===== src/rtl/seg_split_pkg.sv =====
package seg_split_pkg;
  typedef enum logic [2:0] {
    S_IDLE,
    S_EVAL,
    S_DIV_CNT,
    S_DIV_LEN,
    S_EMIT
  } split_state_e;
endpackage


===== src/rtl/seg_split_div.sv =====
// Restoring unsigned divider, W cycles per operation.
module seg_split_div #(
  parameter int W = 17
) (
  input  logic         clk_i,
  input  logic         rst_ni,
  input  logic         start_i,
  input  logic [W-1:0] dividend_i,
  input  logic [W-1:0] divisor_i,
  output logic         done_o,
  output logic [W-1:0] quot_o
);
  localparam int CW = $clog2(W + 1);

  logic          busy_q, done_q;
  logic [CW-1:0] cnt_q;
  logic [W:0]    acc_q;
  logic [W-1:0]  quot_q, dvs_q;
  logic [W:0]    shifted;
  logic          fits;

  assign shifted = {acc_q[W-1:0], quot_q[W-1]};
  assign fits    = shifted >= {1'b0, dvs_q};

  always_ff @(posedge clk_i or negedge rst_ni) begin
    if (!rst_ni) begin
      busy_q <= 1'b0;
      done_q <= 1'b0;
      cnt_q  <= '0;
      acc_q  <= '0;
      quot_q <= '0;
      dvs_q  <= '0;
    end else begin
      done_q <= 1'b0;
      if (start_i) begin
        busy_q <= 1'b1;
        cnt_q  <= CW'(W);
        acc_q  <= '0;
        quot_q <= dividend_i;
        dvs_q  <= divisor_i;
      end else if (busy_q) begin
        acc_q  <= fits ? (shifted - {1'b0, dvs_q}) : shifted;
        quot_q <= {quot_q[W-2:0], fits};
        cnt_q  <= cnt_q - 1'b1;
        if (cnt_q == CW'(1)) begin
          busy_q <= 1'b0;
          done_q <= 1'b1;
        end
      end
    end
  end

  assign done_o = done_q;
  assign quot_o = quot_q;
endmodule


===== src/rtl/seg_split_acc.sv =====
module seg_split_acc #(
  parameter int LEN_W = 16,
  parameter int TOT_W = 32
) (
  input  logic             clk_i,
  input  logic             rst_ni,
  input  logic             add_i,
  input  logic [LEN_W-1:0] val_i,
  output logic [TOT_W-1:0] total_o
);
  logic [TOT_W-1:0] total_q;

  always_ff @(posedge clk_i or negedge rst_ni) begin
    if (!rst_ni)    total_q <= '0;
    else if (add_i) total_q <= total_q + {{(TOT_W-LEN_W){1'b0}}, val_i};
  end

  assign total_o = total_q;
endmodule


===== src/rtl/seg_splitter.sv =====
module seg_splitter #(
  parameter int ADDR_W     = 32,
  parameter int LEN_W      = 16,
  parameter int TOT_W      = 32,
  parameter int MAX_SEG    = 'h1FFF,
  parameter int ALIGN_BITS = 2
) (
  input  logic              clk_i,
  input  logic              rst_ni,
  input  logic              in_valid_i,
  output logic              in_ready_o,
  input  logic [ADDR_W-1:0] in_addr_i,
  input  logic [LEN_W-1:0]  in_len_i,
  output logic              out_valid_o,
  input  logic              out_ready_i,
  output logic [ADDR_W-1:0] out_addr_o,
  output logic [LEN_W-1:0]  out_len_o,
  output logic              out_last_o,
  output logic              err_o,
  output logic [TOT_W-1:0]  total_bytes_o
);
  import seg_split_pkg::*;

  localparam int DW         = LEN_W + 1;
  localparam int ALIGN_MASK = (1 << ALIGN_BITS) - 1;
  localparam int CHUNK      = MAX_SEG & ~ALIGN_MASK;

  split_state_e      state_q;
  logic [ADDR_W-1:0] addr_q;
  logic [LEN_W-1:0]  rem_q, piece_q;
  logic              err_q;

  logic              in_fire, in_bad, out_fire, rem_big;
  logic              div_start, div_done;
  logic [DW-1:0]     div_dividend, div_divisor, div_quot;
  logic [LEN_W-1:0]  piece_div;

  assign in_ready_o = (state_q == S_IDLE);
  assign in_fire    = in_valid_i & in_ready_o;
  assign in_bad     = (in_addr_i[ALIGN_BITS-1:0] != '0) || (in_len_i == '0);
  assign out_fire   = out_valid_o & out_ready_i;
  assign rem_big    = rem_q > LEN_W'(MAX_SEG);

  // pass 1: ceil(rem / CHUNK); pass 2: rem / count
  assign div_start    = ((state_q == S_EVAL) && rem_big) ||
                        ((state_q == S_DIV_CNT) && div_done);
  assign div_dividend = (state_q == S_EVAL) ? ({1'b0, rem_q} + DW'(CHUNK - 1))
                                            : {1'b0, rem_q};
  assign div_divisor  = (state_q == S_EVAL) ? DW'(CHUNK) : div_quot;
  assign piece_div    = div_quot[LEN_W-1:0] & ~LEN_W'(ALIGN_MASK);

  seg_split_div #(.W(DW)) u_div (
    .clk_i      (clk_i),
    .rst_ni     (rst_ni),
    .start_i    (div_start),
    .dividend_i (div_dividend),
    .divisor_i  (div_divisor),
    .done_o     (div_done),
    .quot_o     (div_quot)
  );

  seg_split_acc #(.LEN_W(LEN_W), .TOT_W(TOT_W)) u_acc (
    .clk_i   (clk_i),
    .rst_ni  (rst_ni),
    .add_i   (in_fire & ~in_bad),
    .val_i   (in_len_i),
    .total_o (total_bytes_o)
  );

  always_ff @(posedge clk_i or negedge rst_ni) begin
    if (!rst_ni) begin
      state_q <= S_IDLE;
      addr_q  <= '0;
      rem_q   <= '0;
      piece_q <= '0;
      err_q   <= 1'b0;
    end else begin
      err_q <= 1'b0;
      unique case (state_q)
        S_IDLE: if (in_fire) begin
          if (in_bad) begin
            err_q <= 1'b1;
          end else begin
            addr_q  <= in_addr_i;
            rem_q   <= in_len_i;
            state_q <= S_EVAL;
          end
        end
        S_EVAL: begin
          if (rem_big) begin
            state_q <= S_DIV_CNT;
          end else begin
            piece_q <= rem_q;
            state_q <= S_EMIT;
          end
        end
        S_DIV_CNT: if (div_done) state_q <= S_DIV_LEN;
        S_DIV_LEN: if (div_done) begin
          piece_q <= piece_div;
          state_q <= S_EMIT;
        end
        S_EMIT: if (out_fire) begin
          addr_q  <= addr_q + ADDR_W'(piece_q);
          rem_q   <= rem_q - piece_q;
          state_q <= (piece_q == rem_q) ? S_IDLE : S_EVAL;
        end
        default: state_q <= S_IDLE;
      endcase
    end
  end

  assign out_valid_o = (state_q == S_EMIT);
  assign out_addr_o  = addr_q;
  assign out_len_o   = piece_q;
  assign out_last_o  = (piece_q == rem_q);
  assign err_o       = err_q;
endmodule


===== config.mk =====
export PLATFORM = sky130hd
export DESIGN_NAME = seg_splitter
export DESIGN_NICKNAME = d
export VERILOG_FILES = /design/src/rtl/seg_split_pkg.sv /design/src/rtl/seg_split_div.sv /design/src/rtl/seg_split_acc.sv /design/src/rtl/seg_splitter.sv
export SDC_FILE = /design/constraint.sdc
export NUM_CORES = 1
export LEC_CHECK = 0
export BUFFER_PORTS_ARGS = -buffer_cell sky130_fd_sc_hd__buf_2
export CAP_MARGIN = 25
export CORE_UTILIZATION = 30
export CTS_BUF_LIST = sky130_fd_sc_hd__clkbuf_16
export DETAILED_ROUTE_END_ITERATION = 7
export PLACE_DENSITY = 0.44
export SKIP_CTS_REPAIR_TIMING = 1
export SYNTH_ARGS = -nofsm -noshare
export SYNTH_HDL_FRONTEND = slang
export SYNTH_HIERARCHICAL = 1
export SYNTH_SLANG_ARGS = --single-unit

===== constraint.sdc =====
create_clock -name clk_i -period 3.95 [get_ports clk_i]
set_input_delay 0.395 -clock clk_i [delete_from_list [all_inputs] [get_ports clk_i]]
set_output_delay 0.395 -clock clk_i [all_outputs]
set_load 0.01 [all_outputs]

== Yosys cells after proc, flatten, opt, wreduce, memory -nomap -nowiden ==
Cells that the tools add are included.
Storage, ports and cells
  register bits: 158
  latch bits: 0
  memory bits (writable): 0
  ROM bits: 0
  input bits: 52
  output and inout bits: 84
  memories: 0
Operators by class
  $add $sub $neg: 6
  multipliers: 0
  div/mod/pow operators: 0
  $lt $le $gt $ge: 2
  eq/ne operators: 12
  shift operators: 0
  muxes and demuxes: 37
  bitwise logic cells: 4
  reductions and logical operators: 13
Operator list (count)
  17-bit two-way mux: 7
  32-bit two-way mux: 3
  16-bit two-way mux: 5
  32-bit by 16-bit adder with 32-bit output: 2
  16-bit case mux with 2 select lines: 2
  32-bit case mux with 2 select lines: 1
  18-bit by 17-bit >= comparator with 1-bit output: 1
  3-bit two-way mux: 6
  16-bit by 13-bit adder with 17-bit output (second input constant): 1
  17-bit subtractor: 1
  16-bit == test: 1
  16-bit by 13-bit > comparator with 1-bit output (second input constant): 1
  16-bit zero test: 1
  16-bit subtractor: 1
  3-bit case mux with 5 select lines: 1
  1-bit two-way mux: 10
  5-bit two-way mux: 2
  2-bit by 1-bit inequality test with 1-bit output (second input constant): 4
  2-bit nonzero test: 4
  3-bit by 2-bit == test with 1-bit output (second input constant): 2
  5-bit by 1-bit == test with 1-bit output (second input constant): 1
  5-bit AND reduction: 1
  5-bit by 1-bit subtractor with 5-bit output (second input constant): 1
  2-bit inequality test (second input constant): 2
  other kinds (9): 13

== Depth between registers and ports, before layout ==
Gate-level depths: netlist of the first run.
  depth in word-level cells: 5
  depth in mapped cells: 12
  mapped depth without buffers: 11

== Hierarchy ==
The synthesis of the first run kept the hierarchy.
By module, submodules not included
  seg_splitter: instances 1, cells each 676, area an instance 5430.2 um^2
  seg_split_div: instances 1, cells each 408, area an instance 3713.6 um^2
  seg_split_acc: instances 1, cells each 225, area an instance 2182.1 um^2

== Least setup slack after synthesis of the first run ==
Ideal clock, no wire load.
  path kind: reg-to-reg
  from: reg addr_q[0], in the netlist out_addr_o[0]
  to: reg addr_q[20], in the netlist out_addr_o[20]
  library setup time: 0.126 ns
  arrival time: 2.621 ns
  required time: 3.824 ns
  path slack: 1.203 ns
  cell stages (with the launch flop): 10
  cells stage by stage: dfrtp_1 > ha_1 > fa_1 > a211oi_1 > o21ai_1 > a41oi_1 > o221ai_2 > a221o_1 > a311oi_1 > nor2_1
On the way
  word-level cells in the longest chain between the ends: 3
RTL lines
  start: declaration: RTL line seg_splitter.sv:29  | logic [ADDR_W-1:0] addr_q;
  start signal: assignment: RTL line seg_splitter.sv:84  | addr_q <= in_addr_i;
  start signal: assignment: RTL line seg_splitter.sv:103  | addr_q <= addr_q + ADDR_W'(piece_q);
  32-bit by 16-bit adder with 32-bit output: RTL line seg_splitter.sv:103
  32-bit two-way mux: RTL line seg_splitter.sv:102  | S_EMIT: if (out_fire) begin
  32-bit case mux with 2 select lines: RTL line seg_splitter.sv:79  | unique case (state_q)
No other way between the ends. The select of a mux whose other input is x is not followed.
A chain may end at the register's enable or synchronous reset.

== Worst setup path in the final report of the first run ==
  from: reg piece_q[0], in the netlist out_len_o[0]
  to: reg addr_q[22], in the netlist out_addr_o[22]
On the way
  word-level cells in the longest chain between the ends: 3
RTL lines
  start: declaration: RTL line seg_splitter.sv:30  | logic [LEN_W-1:0] rem_q, piece_q;
  start signal: assignment: RTL line seg_splitter.sv:93  | piece_q <= rem_q;
  start signal: assignment: RTL line seg_splitter.sv:99  | piece_q <= piece_div;
  32-bit by 16-bit adder with 32-bit output: RTL line seg_splitter.sv:103
  32-bit two-way mux: RTL line seg_splitter.sv:102
  32-bit case mux with 2 select lines: RTL line seg_splitter.sv:79
No other way between the ends. The select of a mux whose other input is x is not followed.

==> reports/qor.csv, run 1 <==
stage,metric,value,unit
status,outcome,completed,
setup_path,Worst path depth,9,
routing,Routed WL per cell,18.14,um
setup_path,CP Launch Type,flip-flop,
synth,Synth Area in Compound Gates,20.55,%
place,dpl ws,0.7829,ns
sta,final setup fails,0,
synth,Main synth FF type,dfrtp_1,
synth,adder-cell area share of the yosys netlist,8.109,%
floorplanning,Core Rows,70,
synth,xor and xnor fraction of the mapped netlist area,5.877,%
global_routing,first-pass GRT wire length,56.54,mm
power,Logic pwr share,61.1,%
setup_path,Critical Path End Type,flip-flop,
routing,starting DRC count in detailed routing,494,
clocking,CTS tree,built,
routing,Total Wirelength,35.25,mm
layout,Final Util,35.63,%
floorplanning,Die W,196.3,um
power,switching share of power,47.63,%
sta,final-report hold violation count,0,
clocking,H-Tree Depth,4,
power,internal power,6.607,mW
clocking,clock root buffer,clkbuf_16,
min_path,Hold Path Class,in2reg,
routing,vias,10100,
synth,syn_area_per_cell,8.652,um2
sta,worst rel slew slack,47.88,%
clocking,clock buffer depth,2,
synth,ys async rst share,100.0,%
synth,Post-synth EDFFs,0,
layout,post-route cell area,13140,um2
layout,Final nets,1549,
clocking,CTS Sinks,158,
sta,TNS Setup,0,ns
setup_path,CP required,4.28,ns
sta,Worst Max-Slew Pin Slew,0.7751,ns
job,Max Cap Viol,0,
layout,diodes inserted,0,
power,PD cells,960.1,nW/um2
place,dpl hpwl,26.15,mm
setup_path,crit path launch,out_len_o[0],
floorplanning,core region area,36870,um2
synth,cell count after synthesis,1309,
setup_path,crit-path max cell delay,0.51,ns
layout,share of cells above drive strength 1,17.44,%
sta,Clock Skew,0.01335,ns
synth,post-synthesis sequential area ratio,34.91,%
sta,RSZ-0062 raised after global routing,no,
layout,Area Overhead vs Synth,16.01,%
setup_path,crit path kind,reg2reg,
setup_path,Worst Path Max Fanout,9,
setup_path,Reg-to-Reg Start,out_len_o[0],
sta,"Slew Viols, Final",0,
routing,Via density,5.196,
setup_path,crit path DAT,3.51,ns
sta,Setup WS post-layout,0.7683,ns
setup_path,RR Endpoint,out_addr_o[22],
routing,Antenna Nets Post-Route,0,
setup_path,Top delay family on crit path,compound AO/OA/AOI/OAI gates,
synth,"FF+latch count, synth",158,
synth,Synth Net Count,1432,
synth,Post-Synth Simple-Gate Area,21.53,%
setup_path,critical path endpoint,out_addr_o[22],
sta,final period utilization,80.55,%
clocking,CTS clock-pin slew for the worst setup and hold paths,0.07,ns
layout,"leading cell type in the layout, fill and taps excluded",dfrtp_1,
synth,combinational family with the most area after synthesis,simple AND/OR/NAND/NOR gates,
power,Leak,5.976,nW
routing,total iterations of the first detailed-routing run,5,
clocking,Clock Latency Late Sink,0.44,ns
sta,Peak Freq,314.3,MHz
global_routing,GRT Util Overall,18.59,%
setup_path,flop-to-flop setup slack,0.77,ns
global_routing,total grt overflow,0,
power,Worst VDD drop,383.3,uV
floorplanning,Top Ports,136,
synth,post-synthesis cell type count,90,
floorplanning,die area,38530,um2
setup_path,slowest CP cell,a221oi_4,
place,GP Congestion,0.8327,
power,share of power burned in the clock network,13.8,%
sta,Final Critical Period,3.182,ns
clocking,total CTS buffers,17,
setup_path,FF-to-FF path depth,9,
synth,multiplexer area fraction after synthesis,4.485,%
floorplanning,starting density of the core,30.72,%
place,IO Port Bufs,135,
power,share of power burned in registers,25.2,%
layout,most frequent cells in the layout,"dfrtp_1 (157), nand2_1 (137), buf_2 (134)",
floorplanning,die height,196.3,um
place,placed cell area,12530,um2
global_routing,number of global-route vias before repair,9982,
synth,synthesized cell area,11330,um2
power,P_sw,6.008,mW
synth,Synth Warn #,6,
setup_path,crit path buf inv count,0,
routing,drt drc,0,
global_routing,initial antenna violation count,4,
setup_path,CP cell instances,ha_1 > fa_1 > a211oi_1 > o21ai_1 > a41oi_1 > o221ai_2 > a221oi_4 > o211ai_1 > and3b_1,
global_routing,largest net degree at the start of global routing,78,
## how the worst min path moves through the flow
stage	cells after the start	startpoint	endpoint	slack, ns
after floorplan	0	rst_ni	err_o	0.1
after global placement	1	rst_ni	out_addr_o[19]	0.39
after detailed placement	1	rst_ni	out_addr_o[19]	0.39
after CTS	1	rst_ni	out_addr_o[19]	-0.09
after global routing	3	in_addr_i[12]	out_addr_o[12]	0.19
final	3	in_addr_i[12]	out_addr_o[12]	0.20
## registers in the layout, indices dropped and copies added (netlist names)
| name | cells |
|---|---|
| err_o | 1 |
| out_addr_o | 32 |
| out_len_o | 16 |
| rem_q | 16 |
| state_q | 3 |
| u_acc/total_o | 32 |
| u_div/acc_q | 17 |
| u_div/busy_q | 1 |
| u_div/cnt_q | 5 |
| u_div/done_o | 1 |
| u_div/dvs_q | 17 |
| u_div/quot_o | 17 |
## worst register-to-register path, cell delays in order (launching register included)
cell      delay, ns
dfrtp_1        0.45
ha_1           0.26
fa_1           0.44
a211oi_1       0.32
o21ai_1        0.21
a41oi_1        0.32
o221ai_2       0.21
a221oi_4       0.51
o211ai_1       0.16
and3b_1        0.20
## through the flow
stage	hold slack [ns]	std cells	power [mW]
6_report	0.1961	1943	12.61
5_1_grt	0.1901	1943	13.74
4_1_cts	-0.08989	1942	12.71
3_5_place_dp	0.3896	1910	10.88
3_3_place_gp	0.3908	1910	10.90
2_1_floorplan	0.09941	1309	8.775
## power by group through the flow
stage                     clock network, mW  logic (mW)  registers, mW
after global placement                    0        7.68           3.22
after detailed placement                  0        7.67           3.22
after floorplan                           0        5.71           3.07
after CTS                              1.79        7.72           3.20
after global routing                   1.85        8.59           3.30
final                                  1.74        7.70           3.18
## cells in the mapped netlist (26+ instances only)
library cell	number	area, um2
nand2_1	138	518.0
a21oi_1	82	410.4
nand3_1	56	280.3
and3_1	26	162.7
mux2i_1	35	350.3
o21ai_0	72	360.4
nor3_1	37	185.2
xnor2_1	42	367.9
ha_1	67	838.3
clkbuf_1	43	161.4
dfrtp_1	158	3954
inv_1	51	191.4
xor2_1	34	297.8
nor2_1	110	412.9
## logic make-up after synthesis
logic type / count (synthesis)
compound gates: 347
xor+xnor: 76
fa+ha+maj: 71
buf+inv: 115
flops: 158
mux: 48
simple gates: 494
## layer usage
metal / part of all wire (%) / global-route usage (%)
met4: 1.1 / 4.311
met5: 0.13 / 0
met1: 48 / 25.18
met2: 48 / 30.92
met3: 3.5 / 2.940
## area by class of cell
type / count / area [um2]
clock buffer: 17 / 425.4
clock inverter: 15 / 171.4
fill: 3906 / 23730
inverter: 53 / 198.9
multi-input combinational: 1036 / 6873
sequential: 158 / 3955
tap: 504 / 630.6
timing repair buffer: 160 / 884.6
Note: power is estimated with default switching activity, not from simulation.
==> inputs of run 2 (changes only) <==
--- a/config.mk
+++ b/config.mk
@@ -5,12 +5,13 @@
 export SDC_FILE = /design/constraint.sdc
 export NUM_CORES = 1
 export LEC_CHECK = 0
+export ABC_AREA = 1
 export BUFFER_PORTS_ARGS = -buffer_cell sky130_fd_sc_hd__buf_2
 export CAP_MARGIN = 25
 export CORE_UTILIZATION = 30
 export CTS_BUF_LIST = sky130_fd_sc_hd__clkbuf_16
 export DETAILED_ROUTE_END_ITERATION = 7
-export PLACE_DENSITY = 0.44
+export PLACE_DENSITY = 0.45
 export SKIP_CTS_REPAIR_TIMING = 1
 export SYNTH_ARGS = -nofsm -noshare
 export SYNTH_HDL_FRONTEND = slang
==> constraint.sdc (replaced) <==
create_clock -name clk_i -period 2.8 [get_ports clk_i]
set_input_delay 0.28 -clock clk_i [delete_from_list [all_inputs] [get_ports clk_i]]
set_output_delay 0.28 -clock clk_i [all_outputs]
set_load 0.01 [all_outputs]
==> run 2 against run 1 <==
Net effect:
- count of clock-buffer cells in the layout is the same
- non-clock buffer count rose by 1
- worst setup slack got worse by 0.65 ns
- sequential share of layout area shrank 3.3 points
- clock skew rose by 0.0029 ns
- die area increased by 13%
- worst hold slack got worse by 0.16 ns
- first-iteration DRC count up 57%
- critical path type is now reg2out
- highest routed layer is now met4
==> reports/qor.csv, run 2 <==
stage,metric,value,unit
clocking,CTS clock-pin slew for the worst setup and hold paths,0.08,ns
layout,"leading cell type in the layout, fill and taps excluded",nand2_1,
setup_path,Worst Path Max Fanout,7,
setup_path,CP Launch Type,flip-flop,
synth,ys async rst share,100.0,%
layout,Area Overhead vs Synth,15.18,%
floorplanning,Top Ports,136,
power,Logic pwr share,63.5,%
routing,Antenna Nets Post-Route,0,
setup_path,crit path buf inv count,3,
global_routing,first-pass GRT wire length,70.30,mm
power,share of power burned in registers,22.9,%
global_routing,total grt overflow,0,
floorplanning,Core Rows,75,
sta,final period utilization,95.90,%
synth,syn_area_per_cell,6.428,um2
global_routing,initial antenna violation count,0,
clocking,clock root buffer,clkbuf_16,
synth,biggest area consumer among synthesized cells,dfrtp_1,
layout,share of cells above drive strength 1,12.84,%
synth,synthesized cell area,12790,um2
layout,Final nets,2244,
sta,worst rel slew slack,33.05,%
setup_path,CP required,2.52,ns
clocking,total CTS buffers,17,
min_path,Hold Path Class,in2reg,
floorplanning,Die W,208.5,um
floorplanning,die height,208.5,um
routing,Via density,4.747,
layout,most frequent cells in the layout,"nand2_1 (697), inv_1 (296), nor2_1 (184)",
synth,most frequent cells after synthesis,"nand2_1 (697), inv_1 (295), nor2_1 (185)",
sta,RSZ-0062 raised after global routing,no,
routing,starting DRC count in detailed routing,776,
sta,TNS Setup,0,ns
place,dpl hpwl,34.30,mm
power,Worst VDD drop,588.5,uV
sta,Peak Freq,372.4,MHz
sta,Clock Skew,0.01626,ns
floorplanning,die area,43470,um2
job,Max Cap Viol,0,
synth,cell count after synthesis,1990,
floorplanning,starting density of the core,30.43,%
routing,vias,12690,
setup_path,crit-path max cell delay,0.46,ns
floorplanning,core region area,42040,um2
synth,most common cell in the netlist,nand2_1,
synth,Synth Warn #,6,
routing,Routed WL per cell,16.38,um
place,IO Port Bufs,135,
clocking,clock buffer depth,2,
sta,Final Critical Period,2.685,ns
power,Leak,7.852,nW
routing,drt drc,0,
power,switching share of power,53.25,%
synth,"FF+latch count, synth",158,
setup_path,slowest CP cell,ha_1,
setup_path,crit path kind,reg2out,
synth,post-synthesis sequential area ratio,30.91,%
setup_path,CP cell instances,inv_1 > ha_1 > nand2_1 > nor2_1 > nand3_1 > nor3b_1 > buf_4 > buf_2,
sta,Worst Max-Slew Pin Slew,1.004,ns
power,PD cells,1276,nW/um2
sta,"Slew Viols, Final",0,
synth,Synth Net Count,2113,
setup_path,Top delay family on crit path,simple AND/OR/NAND/NOR gates,
setup_path,crit path DAT,2.41,ns
routing,total iterations of the first detailed-routing run,5,
synth,leading post-synthesis cells by cell area,"dfrtp_1 (31%), nand2_1 (20%), inv_1 (8.7%), ha_1 (6.6%), nand3_1 (6.0%)",
synth,Yosys top cell area share,30.91,%
synth,post-synthesis cell type count,48,
layout,diodes inserted,0,
sta,final setup fails,0,
layout,layout filler cell count,4685,
global_routing,GRT Util Overall,20.81,%
power,P_sw,10.01,mW
setup_path,Critical Path End Type,output port,
synth,Main synth FF type,dfrtp_1,
global_routing,largest net degree at the start of global routing,69,
power,share of power burned in the clock network,13.6,%
power,internal power,8.789,mW
routing,Total Wirelength,43.77,mm
status,outcome,completed,
clocking,H-Tree Depth,4,
clocking,Clock Latency Late Sink,0.49,ns
sta,final-report hold violation count,0,
global_routing,number of global-route vias before repair,12600,
synth,Post-synth EDFFs,0,
sta,worst hold margin,0.03665,ns
place,GP Congestion,0.9038,
clocking,CTS Sinks,158,
clocking,CTS tree,built,
-- run 2: cell types whose count changed after synthesis, moves of 18 or more --
| cell | before | now |
|---|---|---|
| mux2i_1 | 35 | 0 |
| buf_2 | 6 | 24 |
| nand3_1 | 56 | 153 |
| nand2_1 | 138 | 697 |
| nor2_1 | 110 | 185 |
| and3_1 | 26 | 0 |
| inv_1 | 51 | 295 |
| xnor2_1 | 42 | 16 |
| nand2_2 | 0 | 21 |
| a21o_1 | 25 | 3 |
| a21oi_1 | 82 | 56 |
| clkbuf_1 | 43 | 16 |
-- run 2: cell families (layout without fill, tap and decap cells) --
group           Yosys count  after routing  synth area share (%)
simple gates           1165           1165                 39.15
xor+xnor                 35             35                 2.396
buf+inv                 355            499                 11.00
flops                   158            158                 30.91
compound gates          206            206                 9.360
fa+ha+maj                71             71                 7.179
-- run 2: power by group through the flow --
| stage | Combinational [mW] | Sequential, mW | Clock (mW) |
|---|---|---|---|
| after floorplan | 8.48 | 4.19 | 0 |
| final | 11.9 | 4.30 | 2.55 |
| after detailed placement | 11.9 | 4.35 | 0 |
| after CTS | 12.0 | 4.31 | 2.65 |
| after global routing | 13.6 | 4.43 | 2.71 |
| after global placement | 12.0 | 4.33 | 0 |
-- run 2: final cells by class --
| cell class | count | area [um2] | share of cell area, % |
|---|---|---|---|
| Multi-Input combinational cell | 1477 | 7453 | 50.59 |
| Tap cell | 539 | 674.4 | 4.577 |
| Timing Repair Buffer | 161 | 892.1 | 6.055 |
| Clock inverter | 15 | 186.4 | 1.265 |
| Inverter | 306 | 1149 | 7.796 |
| Clock buffer | 17 | 425.4 | 2.887 |
| Sequential cell | 158 | 3954 | 26.83 |
-- run 2: routing by layer --
metal | up-vias | global-route usage (%) | part of all wire (%)
met5 | - | 0 | 0
met3 | 44 | 3.064 | 2.6
li1 | 6524 | - | -
met4 | 0 | 6.692 | 1.8
met2 | 179 | 34.52 | 47
met1 | 5941 | 27.67 | 48
-- run 2: path summary, 6_finish.rpt --
check	from	end	slack, ns	depth (start not counted)
max	out_len_o[3]	out_last_o	0.11	8
min	in_addr_i[5]	out_addr_o[5]	0.04	3
max reg2reg	out_len_o[0]	out_addr_o[16]	0.35	11
min reg2reg	u_div/cnt_q[3]	u_div/cnt_q[3]	0.47	1
max in group asynchronous	rst_ni	u_div/dvs_q[14]	1.62	3
min in group asynchronous	rst_ni	out_addr_o[5]	0.39	2
-- run 2: worst reg2reg max path, cell delays in order (launching register included) --
cell,delay (ns)
dfrtp_1,0.47
ha_1,0.24
fa_1,0.22
nand2_1,0.10
a21oi_1,0.42
a21oi_1,0.22
o21ai_0,0.37
nand2_1,0.09
nand2_1,0.07
nand2_1,0.05
nand2_1,0.06
inv_1,0.04
-- run 2: through the flow --
stage | instance area [um2] | power (mW) | instances | utilization, % | worst slack [ns]
3_3_place_gp | 14110 | 16.29 | 2640 | 33.57 | 0.4316
6_report | 14730 | 18.80 | 2673 | 35.05 | 0.1147
2_1_floorplan | 12790 | 12.66 | 1990 | - | 0.8271
5_1_grt | 14730 | 20.79 | 2673 | 35.05 | 0.01084
4_1_cts | 14720 | 18.97 | 2672 | 35.02 | 0.06743
3_5_place_dp | 14110 | 16.30 | 2640 | 33.57 | 0.3836
